### config.mk
export PLATFORM = sky130hd
export DESIGN_NAME = victim_cache
export DESIGN_NICKNAME = d
export VERILOG_FILES = /design/src/rtl/victim_cache_pkg.sv /design/src/rtl/vc_primary.sv /design/src/rtl/vc_victim.sv /design/src/rtl/victim_cache.sv
export SDC_FILE = /design/constraint.sdc
export NUM_CORES = 1
export LEC_CHECK = 0
export ABC_AREA = 1
export BUFFER_PORTS_ARGS = -buffer_cell sky130_fd_sc_hd__buf_2
export CORE_ASPECT_RATIO = 1.25
export CORE_MARGIN = 5
export CORE_UTILIZATION = 55
export DETAILED_ROUTE_END_ITERATION = 6
export GPL_TIMING_DRIVEN = 0
export HOLD_SLACK_MARGIN = 0.08
export PLACE_DENSITY = 0.8
export RECOVER_POWER = 100
export SETUP_SLACK_MARGIN = 0.02
export SYNTH_ARGS = -nofsm -noshare
export SYNTH_HDL_FRONTEND = slang
export SYNTH_SLANG_ARGS = --single-unit
### constraint.sdc
create_clock -name clk -period 12.53 [get_ports clk]
set_input_delay 0.6265 -clock clk [delete_from_list [all_inputs] [get_ports clk]]
set_output_delay 0.6265 -clock clk [all_outputs]
set_load 0.05 [all_outputs]
### src/rtl/victim_cache_pkg.sv
package victim_cache_pkg;
  typedef enum logic {ST_IDLE, ST_FILL} vc_state_t;
endpackage

### src/rtl/vc_primary.sv
module vc_primary #(
  parameter int ADDR_W = 8,
  parameter int DATA_W = 32,
  parameter int IDX_W  = 3
) (
  input  logic                    clk,
  input  logic                    rst_n,
  input  logic [ADDR_W-1:0]       lk_addr,
  output logic                    hit,
  output logic                    old_valid,
  output logic                    old_dirty,
  output logic [ADDR_W-1:0]       old_addr,
  output logic [DATA_W-1:0]       old_data,
  input  logic                    wr_en,
  input  logic [ADDR_W-IDX_W-1:0] wr_tag,
  input  logic [DATA_W-1:0]       wr_data,
  input  logic                    wr_dirty
);
  localparam int SETS  = 1 << IDX_W;
  localparam int TAG_W = ADDR_W - IDX_W;

  logic [SETS-1:0]  valid_q, dirty_q;
  logic [TAG_W-1:0] tag_q  [SETS];
  logic [DATA_W-1:0] data_q [SETS];

  logic [IDX_W-1:0] idx;
  assign idx       = lk_addr[IDX_W-1:0];
  assign old_valid = valid_q[idx];
  assign old_dirty = dirty_q[idx];
  assign old_addr  = {tag_q[idx], idx};
  assign old_data  = data_q[idx];
  assign hit       = valid_q[idx] && (tag_q[idx] == lk_addr[ADDR_W-1:IDX_W]);

  always_ff @(posedge clk) begin
    if (!rst_n) begin
      valid_q <= '0;
      dirty_q <= '0;
    end else if (wr_en) begin
      valid_q[idx] <= 1'b1;
      dirty_q[idx] <= wr_dirty;
      tag_q[idx]   <= wr_tag;
      data_q[idx]  <= wr_data;
    end
  end
endmodule

### src/rtl/vc_victim.sv
module vc_victim #(
  parameter int ADDR_W = 8,
  parameter int DATA_W = 32,
  parameter int DEPTH  = 4
) (
  input  logic                     clk,
  input  logic                     rst_n,
  input  logic [ADDR_W-1:0]        lk_addr,
  output logic                     hit,
  output logic [$clog2(DEPTH)-1:0] hit_slot,
  output logic [DATA_W-1:0]        hit_data,
  output logic                     hit_dirty,
  output logic [$clog2(DEPTH)-1:0] ptr,
  output logic                     ev_valid,
  output logic                     ev_dirty,
  output logic [ADDR_W-1:0]        ev_addr,
  output logic [DATA_W-1:0]        ev_data,
  input  logic                     wr_en,
  input  logic [$clog2(DEPTH)-1:0] wr_slot,
  input  logic                     wr_valid,
  input  logic                     wr_dirty,
  input  logic [ADDR_W-1:0]        wr_addr,
  input  logic [DATA_W-1:0]        wr_data,
  input  logic                     ptr_adv
);
  localparam int PTR_W = $clog2(DEPTH);

  logic [DEPTH-1:0]  valid_q, dirty_q, match;
  logic [ADDR_W-1:0] addr_q [DEPTH];
  logic [DATA_W-1:0] data_q [DEPTH];
  logic [PTR_W-1:0]  ptr_q;

  for (genvar g = 0; g < DEPTH; g++) begin : g_cmp
    assign match[g] = valid_q[g] && (addr_q[g] == lk_addr);
  end

  always_comb begin
    hit_slot = '0;
    for (int i = 0; i < DEPTH; i++)
      if (match[i]) hit_slot = PTR_W'(i);
  end

  assign hit       = |match;
  assign hit_data  = data_q[hit_slot];
  assign hit_dirty = dirty_q[hit_slot];
  assign ptr       = ptr_q;
  assign ev_valid  = valid_q[ptr_q];
  assign ev_dirty  = dirty_q[ptr_q];
  assign ev_addr   = addr_q[ptr_q];
  assign ev_data   = data_q[ptr_q];

  always_ff @(posedge clk) begin
    if (!rst_n) begin
      valid_q <= '0;
      dirty_q <= '0;
      ptr_q   <= '0;
    end else begin
      if (wr_en) begin
        valid_q[wr_slot] <= wr_valid;
        dirty_q[wr_slot] <= wr_dirty;
        addr_q[wr_slot]  <= wr_addr;
        data_q[wr_slot]  <= wr_data;
      end
      if (ptr_adv) ptr_q <= (ptr_q == PTR_W'(DEPTH - 1)) ? '0 : ptr_q + 1'b1;
    end
  end

  // a line address sits in at most one victim slot
  assert_single_slot_R8: assert property (@(posedge clk) disable iff (!rst_n)
    $onehot0(match));
endmodule

### src/rtl/victim_cache.sv
module victim_cache
  import victim_cache_pkg::*;
#(
  parameter int ADDR_W   = 8,
  parameter int DATA_W   = 32,
  parameter int IDX_W    = 3,
  parameter int VB_DEPTH = 4
) (
  input  logic              clk,
  input  logic              rst_n,
  input  logic              req_valid,
  output logic              req_ready,
  input  logic              req_write,
  input  logic [ADDR_W-1:0] req_addr,
  input  logic [DATA_W-1:0] req_wdata,
  output logic              rsp_valid,
  output logic [DATA_W-1:0] rsp_rdata,
  output logic              mem_rd_req,
  output logic [ADDR_W-1:0] mem_rd_addr,
  input  logic              mem_rd_valid,
  input  logic [DATA_W-1:0] mem_rd_data,
  output logic              mem_wr_valid,
  output logic [ADDR_W-1:0] mem_wr_addr,
  output logic [DATA_W-1:0] mem_wr_data
);
  localparam int TAG_W = ADDR_W - IDX_W;
  localparam int PTR_W = $clog2(VB_DEPTH);

  function automatic logic [TAG_W-1:0] tag_of(input logic [ADDR_W-1:0] a);
    return a[ADDR_W-1:IDX_W];
  endfunction

  vc_state_t         state_q;
  logic              pend_wr_q;
  logic [ADDR_W-1:0] pend_addr_q;
  logic [DATA_W-1:0] pend_wdata_q;

  logic [ADDR_W-1:0] lk_addr;
  logic              req_fire, fill_done;
  logic              p_hit, p_old_valid, p_old_dirty;
  logic [ADDR_W-1:0] p_old_addr;
  logic [DATA_W-1:0] p_old_data;
  logic              v_hit, v_hit_dirty;
  logic [PTR_W-1:0]  v_hit_slot, v_ptr;
  logic [DATA_W-1:0] v_hit_data;
  logic              v_ev_valid, v_ev_dirty;
  logic [ADDR_W-1:0] v_ev_addr;
  logic [DATA_W-1:0] v_ev_data;

  // named events
  logic ev_prim_hit, ev_swap, ev_miss, ev_insert, ev_writeback;

  logic              pw_en, pw_dirty;
  logic [DATA_W-1:0] pw_data;
  logic              vw_en, vw_valid;
  logic [PTR_W-1:0]  vw_slot;
  logic [DATA_W-1:0] rsp_d;

  assign req_ready    = (state_q == ST_IDLE);
  assign req_fire     = req_valid && req_ready;
  assign fill_done    = (state_q == ST_FILL) && mem_rd_valid;
  assign lk_addr      = (state_q == ST_FILL) ? pend_addr_q : req_addr;
  assign ev_prim_hit  = req_fire && p_hit;
  assign ev_swap      = req_fire && !p_hit && v_hit;
  assign ev_miss      = req_fire && !p_hit && !v_hit;
  assign ev_insert    = fill_done && p_old_valid;
  assign ev_writeback = ev_insert && v_ev_valid && v_ev_dirty;
  assign mem_rd_req   = (state_q == ST_FILL);
  assign mem_rd_addr  = pend_addr_q;

  vc_primary #(.ADDR_W(ADDR_W), .DATA_W(DATA_W), .IDX_W(IDX_W)) u_prim (
    .clk(clk), .rst_n(rst_n), .lk_addr(lk_addr), .hit(p_hit),
    .old_valid(p_old_valid), .old_dirty(p_old_dirty), .old_addr(p_old_addr),
    .old_data(p_old_data), .wr_en(pw_en), .wr_tag(tag_of(lk_addr)),
    .wr_data(pw_data), .wr_dirty(pw_dirty)
  );

  vc_victim #(.ADDR_W(ADDR_W), .DATA_W(DATA_W), .DEPTH(VB_DEPTH)) u_vict (
    .clk(clk), .rst_n(rst_n), .lk_addr(lk_addr), .hit(v_hit),
    .hit_slot(v_hit_slot), .hit_data(v_hit_data), .hit_dirty(v_hit_dirty),
    .ptr(v_ptr), .ev_valid(v_ev_valid), .ev_dirty(v_ev_dirty),
    .ev_addr(v_ev_addr), .ev_data(v_ev_data), .wr_en(vw_en),
    .wr_slot(vw_slot), .wr_valid(vw_valid), .wr_dirty(p_old_dirty),
    .wr_addr(p_old_addr), .wr_data(p_old_data), .ptr_adv(ev_insert)
  );

  always_comb begin
    pw_en    = 1'b0;
    pw_dirty = 1'b0;
    pw_data  = p_old_data;
    vw_en    = 1'b0;
    vw_valid = p_old_valid;
    vw_slot  = v_hit_slot;
    rsp_d    = p_old_data;
    if (ev_prim_hit) begin
      pw_en    = req_write;
      pw_dirty = 1'b1;
      pw_data  = req_wdata;
      rsp_d    = req_write ? req_wdata : p_old_data;
    end else if (ev_swap) begin
      pw_en    = 1'b1;
      pw_dirty = req_write || v_hit_dirty;
      pw_data  = req_write ? req_wdata : v_hit_data;
      vw_en    = 1'b1;
      rsp_d    = pw_data;
    end else if (fill_done) begin
      pw_en    = 1'b1;
      pw_dirty = pend_wr_q;
      pw_data  = pend_wr_q ? pend_wdata_q : mem_rd_data;
      vw_en    = p_old_valid;
      vw_slot  = v_ptr;
      rsp_d    = pw_data;
    end
  end

  always_ff @(posedge clk) begin
    if (!rst_n) begin
      state_q      <= ST_IDLE;
      rsp_valid    <= 1'b0;
      mem_wr_valid <= 1'b0;
      pend_wr_q    <= 1'b0;
      pend_addr_q  <= '0;
      pend_wdata_q <= '0;
      rsp_rdata    <= '0;
      mem_wr_addr  <= '0;
      mem_wr_data  <= '0;
    end else begin
      rsp_valid    <= ev_prim_hit || ev_swap || fill_done;
      mem_wr_valid <= ev_writeback;
      if (ev_prim_hit || ev_swap || fill_done) rsp_rdata <= rsp_d;
      if (ev_writeback) begin
        mem_wr_addr <= v_ev_addr;
        mem_wr_data <= v_ev_data;
      end
      if (ev_miss) begin
        state_q      <= ST_FILL;
        pend_wr_q    <= req_write;
        pend_addr_q  <= req_addr;
        pend_wdata_q <= req_wdata;
      end else if (fill_done) begin
        state_q <= ST_IDLE;
      end
    end
  end

  // primary and victim never hold the same line
  assert_exclusive_hit_R8: assert property (@(posedge clk) disable iff (!rst_n)
    !(p_hit && v_hit));
  // any hit is answered on the next cycle
  assert_hit_latency_R3: assert property (@(posedge clk) disable iff (!rst_n)
    (ev_prim_hit || ev_swap) |=> (rsp_valid && !mem_rd_req));
  // a double miss closes the request port and asks memory
  assert_miss_stalls_R4: assert property (@(posedge clk) disable iff (!rst_n)
    ev_miss |=> (!req_ready && mem_rd_req && !rsp_valid));
  // the fill address is stable while waiting
  assert_fill_addr_stable_R4: assert property (@(posedge clk) disable iff (!rst_n)
    (mem_rd_req && !mem_rd_valid) |=> (mem_rd_req && $stable(mem_rd_addr)));
  // a write-back only accompanies a fill response
  assert_wb_with_fill_R6: assert property (@(posedge clk) disable iff (!rst_n)
    mem_wr_valid |-> rsp_valid);
endmodule

# Word level (Yosys, flattened, before mapping)
# Memories as Yosys holds them, arrays and structs flattened. A register that Yosys moved wholly into a read port is not among the register bits.
# Cells that the tools add are included.
[totals] register_bits=102 latchBits=0 ram_bits=456 rom_bits=0 inputBits=77 word_cells=105 mem_count=4
[memory_table] memory="u_prim.data_q" words=8 width=32 rd=1 rd_ports_with_merged_regs=0 write_ports=1 line_no="vc_primary.sv:24" text="logic [DATA_W-1:0] data_q [SETS];"
[memory_table] memory="u_vict.data_q" words=4 width=32 rd=2 rd_ports_with_merged_regs=1 write_ports=1 line_no="vc_victim.sv:30" text="logic [DATA_W-1:0] data_q [DEPTH];"
[memory_table] memory="u_prim.tag_q" words=8 width=5 rd=1 rd_ports_with_merged_regs=0 write_ports=1 line_no="vc_primary.sv:23" text="logic [TAG_W-1:0] tag_q [SETS];"
[memory_table] memory="u_vict.addr_q" words=4 width=8 rd=5 rd_ports_with_merged_regs=1 write_ports=1 line_no="vc_victim.sv:29" text="logic [ADDR_W-1:0] addr_q [DEPTH];"
[classes] add_sub_neg=1 multipliers=0 div_mod_pow=0 n_lt_le_gt_ge=6 eq_ne=6 shifts=0 mux=49 n_bitwise=2 n_reduce_logical=25
[ops] operator="$mux W32" n=7
[ops] operator="$eq A8 B8 Y1" n=4
[ops] operator="$mux W1" n=25
[ops] operator="$logic_and A1 B1 Y1" n=16
[ops] operator="$mux W2" n=6
[ops] operator="$lt A2 B3 Y1 const B" n=3
[ops] operator="$bwmux W4" n=2
[ops] operator="$bwmux W8" n=1
[ops] operator="$mux W8" n=1
[ops] operator="$or A8 B8 Y8" n=1
[ops] operator="$bmux W1 S2" n=3
[ops] operator="$bmux W1 S3" n=2
[ops] operator="$eq A5 B5 Y1" n=1
[ops] operator="$logic_not A1 Y1" n=4
[ops] operator="$lt A3 B4 Y1 const B" n=1
[ops] operator="$reduce_or A4 Y1" n=1
[ops] operator="$demux W1 S3" n=1
[ops] operator="$ge A3 B1 Y1 const B" n=1
[ops] operator="$logic_or A1 B1 Y1" n=3
[ops] operator="$add A2 B1 Y2 const B" n=1
[ops] operator="$demux W1 S2" n=1
[ops] operator="$eq A2 B2 Y1 const B" n=1
[ops] operator="$ge A2 B1 Y1 const B" n=1
[ops] operator="$reduce_bool A2 Y1" n=1
[ops] operator="$not A1 Y1" n=1

# Longest topological paths before layout
[depth] word_depth=14 ltp_mapped=23 ltp_nobuf=20

# Hierarchy
# From an unflattened synthesis, not the netlist that was laid out.
[unflattened] cells_unflattened=3042 hier_area_um2=27610.2
[modules_own_cells] mod="vc_primary" n_inst=1 cells_each=888 area_per_inst_um2=12180.4 seq_area_each_um2=9208.8
[modules_own_cells] mod="vc_victim" n_inst=1 cells_each=986 area_per_inst_um2=8715.9 seq_area_each_um2=5044.8
[modules_own_cells] mod="victim_cache" n_inst=1 cells_each=1168 area_per_inst_um2=6713.9 seq_area_each_um2=2322.2

# Least setup slack after synthesis
# Ideal clock, no wire load.
[synth_timing] kind="reg-to-reg" from="register state_q, in the netlist mem_rd_req" to="memory u_vict.addr_q[2][0], enable pin" t_arrival_ps=4120 required_time_ps=12093 path_slack_ps=7973 stages_incl_launch_ff=17 path_buffers=3 period_less_slack_ps=4557 cell_sequence="dfxtp_1 > buf_6 > inv_6 > buf_6 > nand2_1 > nand2_2 > xor2_1 > nor3_4 > nand2_4 > nand2_2 > buf_6 > nand2_1 > o21ai_2 > inv_2 > nor2_1 > nand2_1 > nor2_1"
[synth_via] word_cells_on_any_way=34 classes_between="5 x eq/ne; 15 x mux; 1 x bitwise; 12 x reduce/logical; 1 x memory"
[synth_rtl] element="start, declared" line_no="victim_cache.sv:33" text="vc_state_t state_q;"
[synth_rtl] element="start signal, assigned" line_no="victim_cache.sv:118" text="state_q <= ST_IDLE;"
[synth_rtl] element="start signal, assigned" line_no="victim_cache.sv:136" text="state_q <= ST_FILL;"
[synth_rtl] element="start signal, assigned" line_no="victim_cache.sv:141" text="state_q <= ST_IDLE;"
[synth_rtl] element="$not A1 Y1 (*)" line_no="victim_cache.sv:59" text="assign req_ready = (state_q == ST_IDLE);"
[synth_rtl] element="named net req_ready" line_no="victim_cache.sv:12" text="output logic req_ready,"
[synth_rtl] element="$logic_and A1 B1 Y1 (*)" line_no="victim_cache.sv:60" text="assign req_fire = req_valid && req_ready;"
[synth_rtl] element="$logic_and A1 B1 Y1 (2 in a row)" line_no="victim_cache.sv:64" text="assign ev_swap = req_fire && !p_hit && v_hit;"
[synth_rtl] element="$mux W1" line_no="victim_cache.sv:100" text="end else if (ev_swap) begin"
[synth_rtl] element="$mux W1" line_no="victim_cache.sv:95" text="if (ev_prim_hit) begin"
[synth_rtl] element="$mux W1" line_no="vc_victim.sv:58" text="if (wr_en) begin"
[synth_rtl] element="$mux W1" line_no="vc_victim.sv:53" text="if (!rst_n) begin"
[synth_rtl] element="$mux W1 (implied by the code)" line_no="vc_victim.sv:61" text="addr_q[wr_slot] <= wr_addr;"
[synth_rtl] element="end, declared" line_no="vc_victim.sv:29"
# Mark *: on every way through the listed nets, which the timed path passes. The rest lies on a longest branch. The select of a mux whose other input is x is not followed.

# Worst setup path after layout
[layout_timing] from="register state_q, in the netlist mem_rd_req" to="memory u_prim.data_q[0][24], enable pin"
[layout_via] elab_chain_cells=12 word_cells_on_any_way=28 classes_between="5 x eq/ne; 9 x mux; 1 x bitwise; 12 x reduce/logical; 1 x memory"
[layout_lines] element="$mux W8 (*)" line_no="victim_cache.sv:62" text="assign lk_addr = (state_q == ST_FILL) ? pend_addr_q : req_addr;"
[layout_lines] element="named net lk_addr[2]" line_no="victim_cache.sv:38" text="logic [ADDR_W-1:0] lk_addr;"
[layout_lines] element="$mem_v2 Z8 W5 (*)"
[layout_lines] element="named net p_old_addr[5]" line_no="victim_cache.sv:41" text="logic [ADDR_W-1:0] p_old_addr;"
[layout_lines] element="$eq A5 B5 Y1 (*)" line_no="vc_primary.sv:32" text="assign hit = valid_q[idx] && (tag_q[idx] == lk_addr[ADDR_W-1:IDX_W]);"
[layout_lines] element="$logic_and A1 B1 Y1 (*)" line_no="vc_primary.sv:32"
[layout_lines] element="$logic_not A1 Y1" line_no="victim_cache.sv:64"
[layout_lines] element="$logic_and A1 B1 Y1 (2 in a row)" line_no="victim_cache.sv:64"
[layout_lines] element="$mux W1" line_no="victim_cache.sv:100"
[layout_lines] element="$mux W1 (*)" line_no="victim_cache.sv:95"
[layout_lines] element="$mux W1 (*)" line_no="vc_primary.sv:38" text="end else if (wr_en) begin"
[layout_lines] element="$mux W1 (*)" line_no="vc_primary.sv:35" text="if (!rst_n) begin"
[layout_lines] element="$mux W1 (implied by the code) (*)" line_no="vc_primary.sv:42" text="data_q[idx] <= wr_data;"
[layout_lines] element="end, declared" line_no="vc_primary.sv:24"
# Marks and branches as above.

==> metrics.cfg <==
[layout]
drive_gt1_share_pct = 8.11
final_nets = 3136
fin_area_mm2 = 0.0302
syn_to_final_growth_pct = 12.5
fin_util_pct = 62.4

[sta]
finalHoldViolations = 0
fin_setup_tns_ns = 0
rsz0062_at_grt = no
tightest_slew_ns = 2.32
finClkSkew_ns = 0.0272
relSlewSlack_pct = -55.2
fmaxAchievable_mhz = 134
hold_slack_ns = 0.301
drv_slew = 355
fin_crit_ns = 7.48
min_period_over_period_pct = 59.7
setup_viol = 0

[power_and_ir_drop]
switchingPower_mw = 1.17
p_seq_share_pct = 49.4
vdd_drop_max_mv = 0.123
clockPowerShare_pct = 39.3
power.density_mw_per_mm2 = 150
combPwrFrac_pct = 11.3
leakage_nw = 11.4
intPower_mw = 3.36
swShare_pct = 25.9

[global_route]
grt_pass1_vias = 21800
track_usage_pct = 31.6
grt_pass1_wl_um = 129000
gr-total-overflow = 0
antenna_found_initial = 1
grt_max_degree = 29

[critical_path]
cp_common_cell = nand2_1
critPathTopFamily = simple AND/OR/NAND/NOR gates
critPathKind = reg -> reg
max_stage_delay_ns = 1.73
path_cells = clkbuf_1, clkinvlp_2, nand2_1, nand2_1, clkbuf_1, nor2_1, nand3_1, nand2_1, nor2_1, nand2_1, nand2_1, clkinv_1, nand2_1, nor2_1, nand2_4, nand3_1, nand3_1, nand2_1, clkbuf_1, nor2_1, clkbuf_1
cp-startpoint = mem_rd_req
endpoint_kind = flop
worstPathRequired_ns = 12.76
reg2reg_slack_ns = 5.05
r2r-start = mem_rd_req
cp_slowest_cell = nor2_1
critical_path_arrival_ns = 7.71
cp_num_buf_inv = 6
startpoint_type = flop
worst-path-max-fanout = 20
regToRegEndpoint = u_prim.data_q[0][24]
reg2regPathDepth = 21

[synthesis]
syn_area_mm2 = 0.0268
yosys-top-cells-area = edfxtp_1 51%, dfxtp_1 11%, nand2_1 9.8%
synthMostInstantiatedCell = nand2_1
synth_area_leader_cell = edfxtp_1
synth_flop_cell = edfxtp_1
synth.avg_cell_area_um2 = 9.48
ys_ff_latch = 598
synth_cell_types = 42
synthTopCellsByCount = 700 x nand2_1, 456 x edfxtp_1, 281 x o21ai_0
ys_seq_area_share_pct = 61.7
synth_edf_count = 456
yosysTopAreaCellShare_pct = 51.1
syn-num-nets = 2906
synthCells = 2828
async_flop_share_pct = 0
yosysWarnings = 0

[clocking]
cts-root-buf = clkbuf_16
ctsHoldBuffers = 0
cts_max_path_buffers = 3
cts_tree = yes
htreeDepth = 2
cts_made_buffers = 57
post_cts_resized = 0
postCtsSetupRepairBufs = 0
clk_latency_ns = 0.64
cts_sinks = 598
clk_pin_slew_worst_paths_ns = 0.06

[drt]
drcViolationCount = 0
ant_nets = 0
routed_wirelength_um = 88300
drt-initial-drc-count = 2906
wl_per_cell_um = 23.5
vias = 22500
drt_pre_antenna_iters = 6
viasPerCell = 5.99

[place]
dpl.hpwl_um = 63300
port-buffer-count = 159
gp_congestion = 0.948
placed_cell_area_mm2 = 0.0288

[floorplan]
initial_core_util_pct = 55.5
rows = 90
die_w_um = 207
die_h_um = 257
core_mm2 = 0.0483
num_io_pins = 161
dieArea_mm2 = 0.0533

[min_path]
holdPathEnd = mem_rd_addr[7]
min_path_type = in -> reg
hp-start = req_addr[7]
min_path_cells = 3

[run_status]
violations = capacitance limit, slew limit
status = finished with violations

[run]
cap_violations = 17

how the worst max path moves through the flow:
stage,end,slack (ns),cells after the start
5_1_grt,u_prim.data_q[0][20],4.62,21
3_3_place_gp,u_prim.data_q[5][15],6.10,18
4_1_cts,u_prim.data_q[4][30],8.28,15
2_1_floorplan,u_vict.addr_q[2][0],7.97,16
3_5_place_dp,u_prim.data_q[5][30],8.14,14
6_report,u_prim.data_q[0][24],5.05,21
power by group through the flow:
stage / logic (mW) / registers [mW] / clock network [mW]
6_report: 0.511 / 2.24 / 1.78
5_1_grt: 0.539 / 2.24 / 1.86
4_1_cts: 0.502 / 2.24 / 1.79
3_5_place_dp: 0.498 / 2.28 / 0
3_3_place_gp: 0.477 / 2.28 / 0
2_1_floorplan: 0.267 / 2.31 / 0
layout make-up:
class	instances	area, µm²
inverter	249	936
fill	3883	18200
antenna	1	2.50
multi-input combinational	1808	8400
buffer	173	806
clock inverter	32	364
sequential	598	16500
timing repair buffer	171	736
clock buffer	76	1570
tap	644	806
cells in the final DEF (no fill, tap or decap), types with 13 or more instances in the layout:
cell type,Yosys,routed
a21oi_1,222,222
a22oi_1,66,66
buf_2,42,107
buf_4,19,15
clkbuf_1,87,216
clkbuf_16,0,59
clkinv_2,0,13
dfxtp_1,142,142
edfxtp_1,456,456
inv_1,239,240
nand2_1,700,709
nand3_1,84,86
nand4_1,79,79
nor2_1,235,238
o211ai_1,33,33
o21ai_0,281,282
o21ai_1,38,37
flip-flops by register name (all words and copies together), names as in the netlist:
register / count
mem_wr_data: 32
u_vict.valid_q: 4
u_prim.tag_q: 40
u_prim.data_q: 256
u_vict.data_q: 128
u_vict.ptr: 2
mem_rd_addr: 8
rsp_valid: 1
u_vict.dirty_q: 4
pend_wdata_q: 32
u_vict.addr_q: 32
rsp_rdata: 32
u_prim.valid_q: 8
mem_rd_req: 1
mem_wr_addr: 8
pend_wr_q: 1
mem_wr_valid: 1
u_prim.dirty_q: 8
cells by family after synthesis:
kind of cell | share of synthesized area (%)
xor+xnor | 0.327
simple gates | 18.0
fa+ha+maj | 0.0467
flops | 61.7
compound gates | 13.3
buf+inv | 6.70
tightest hold or removal path: stages:
cell and delay (ns):
buf_2 0.09, o21ai_0 0.08, a21oi_1 0.10
per-stage QoR:
step | std cells | power [mW] | worst slack, ns
floorplan | 2828 | 2.58 | 7.97
global placement | 3631 | 2.76 | 6.10
detailed placement | 3643 | 2.78 | 8.14
CTS | 3751 | 4.53 | 8.28
global route | 3752 | 4.65 | 4.62
finish | 3752 | 4.54 | 5.05
layer usage:
metal  GRT usage [%]  routed length (µm)  vias to the layer above
li1                -                   -                    10100
met5               0                   0                        -
met3            4.94               10000                      330
met4            17.0                5170                        0
met2            53.0               42400                     1599
met1            39.8               30700                    10400
No activity file was read; power rests on OpenSTA's default activity.
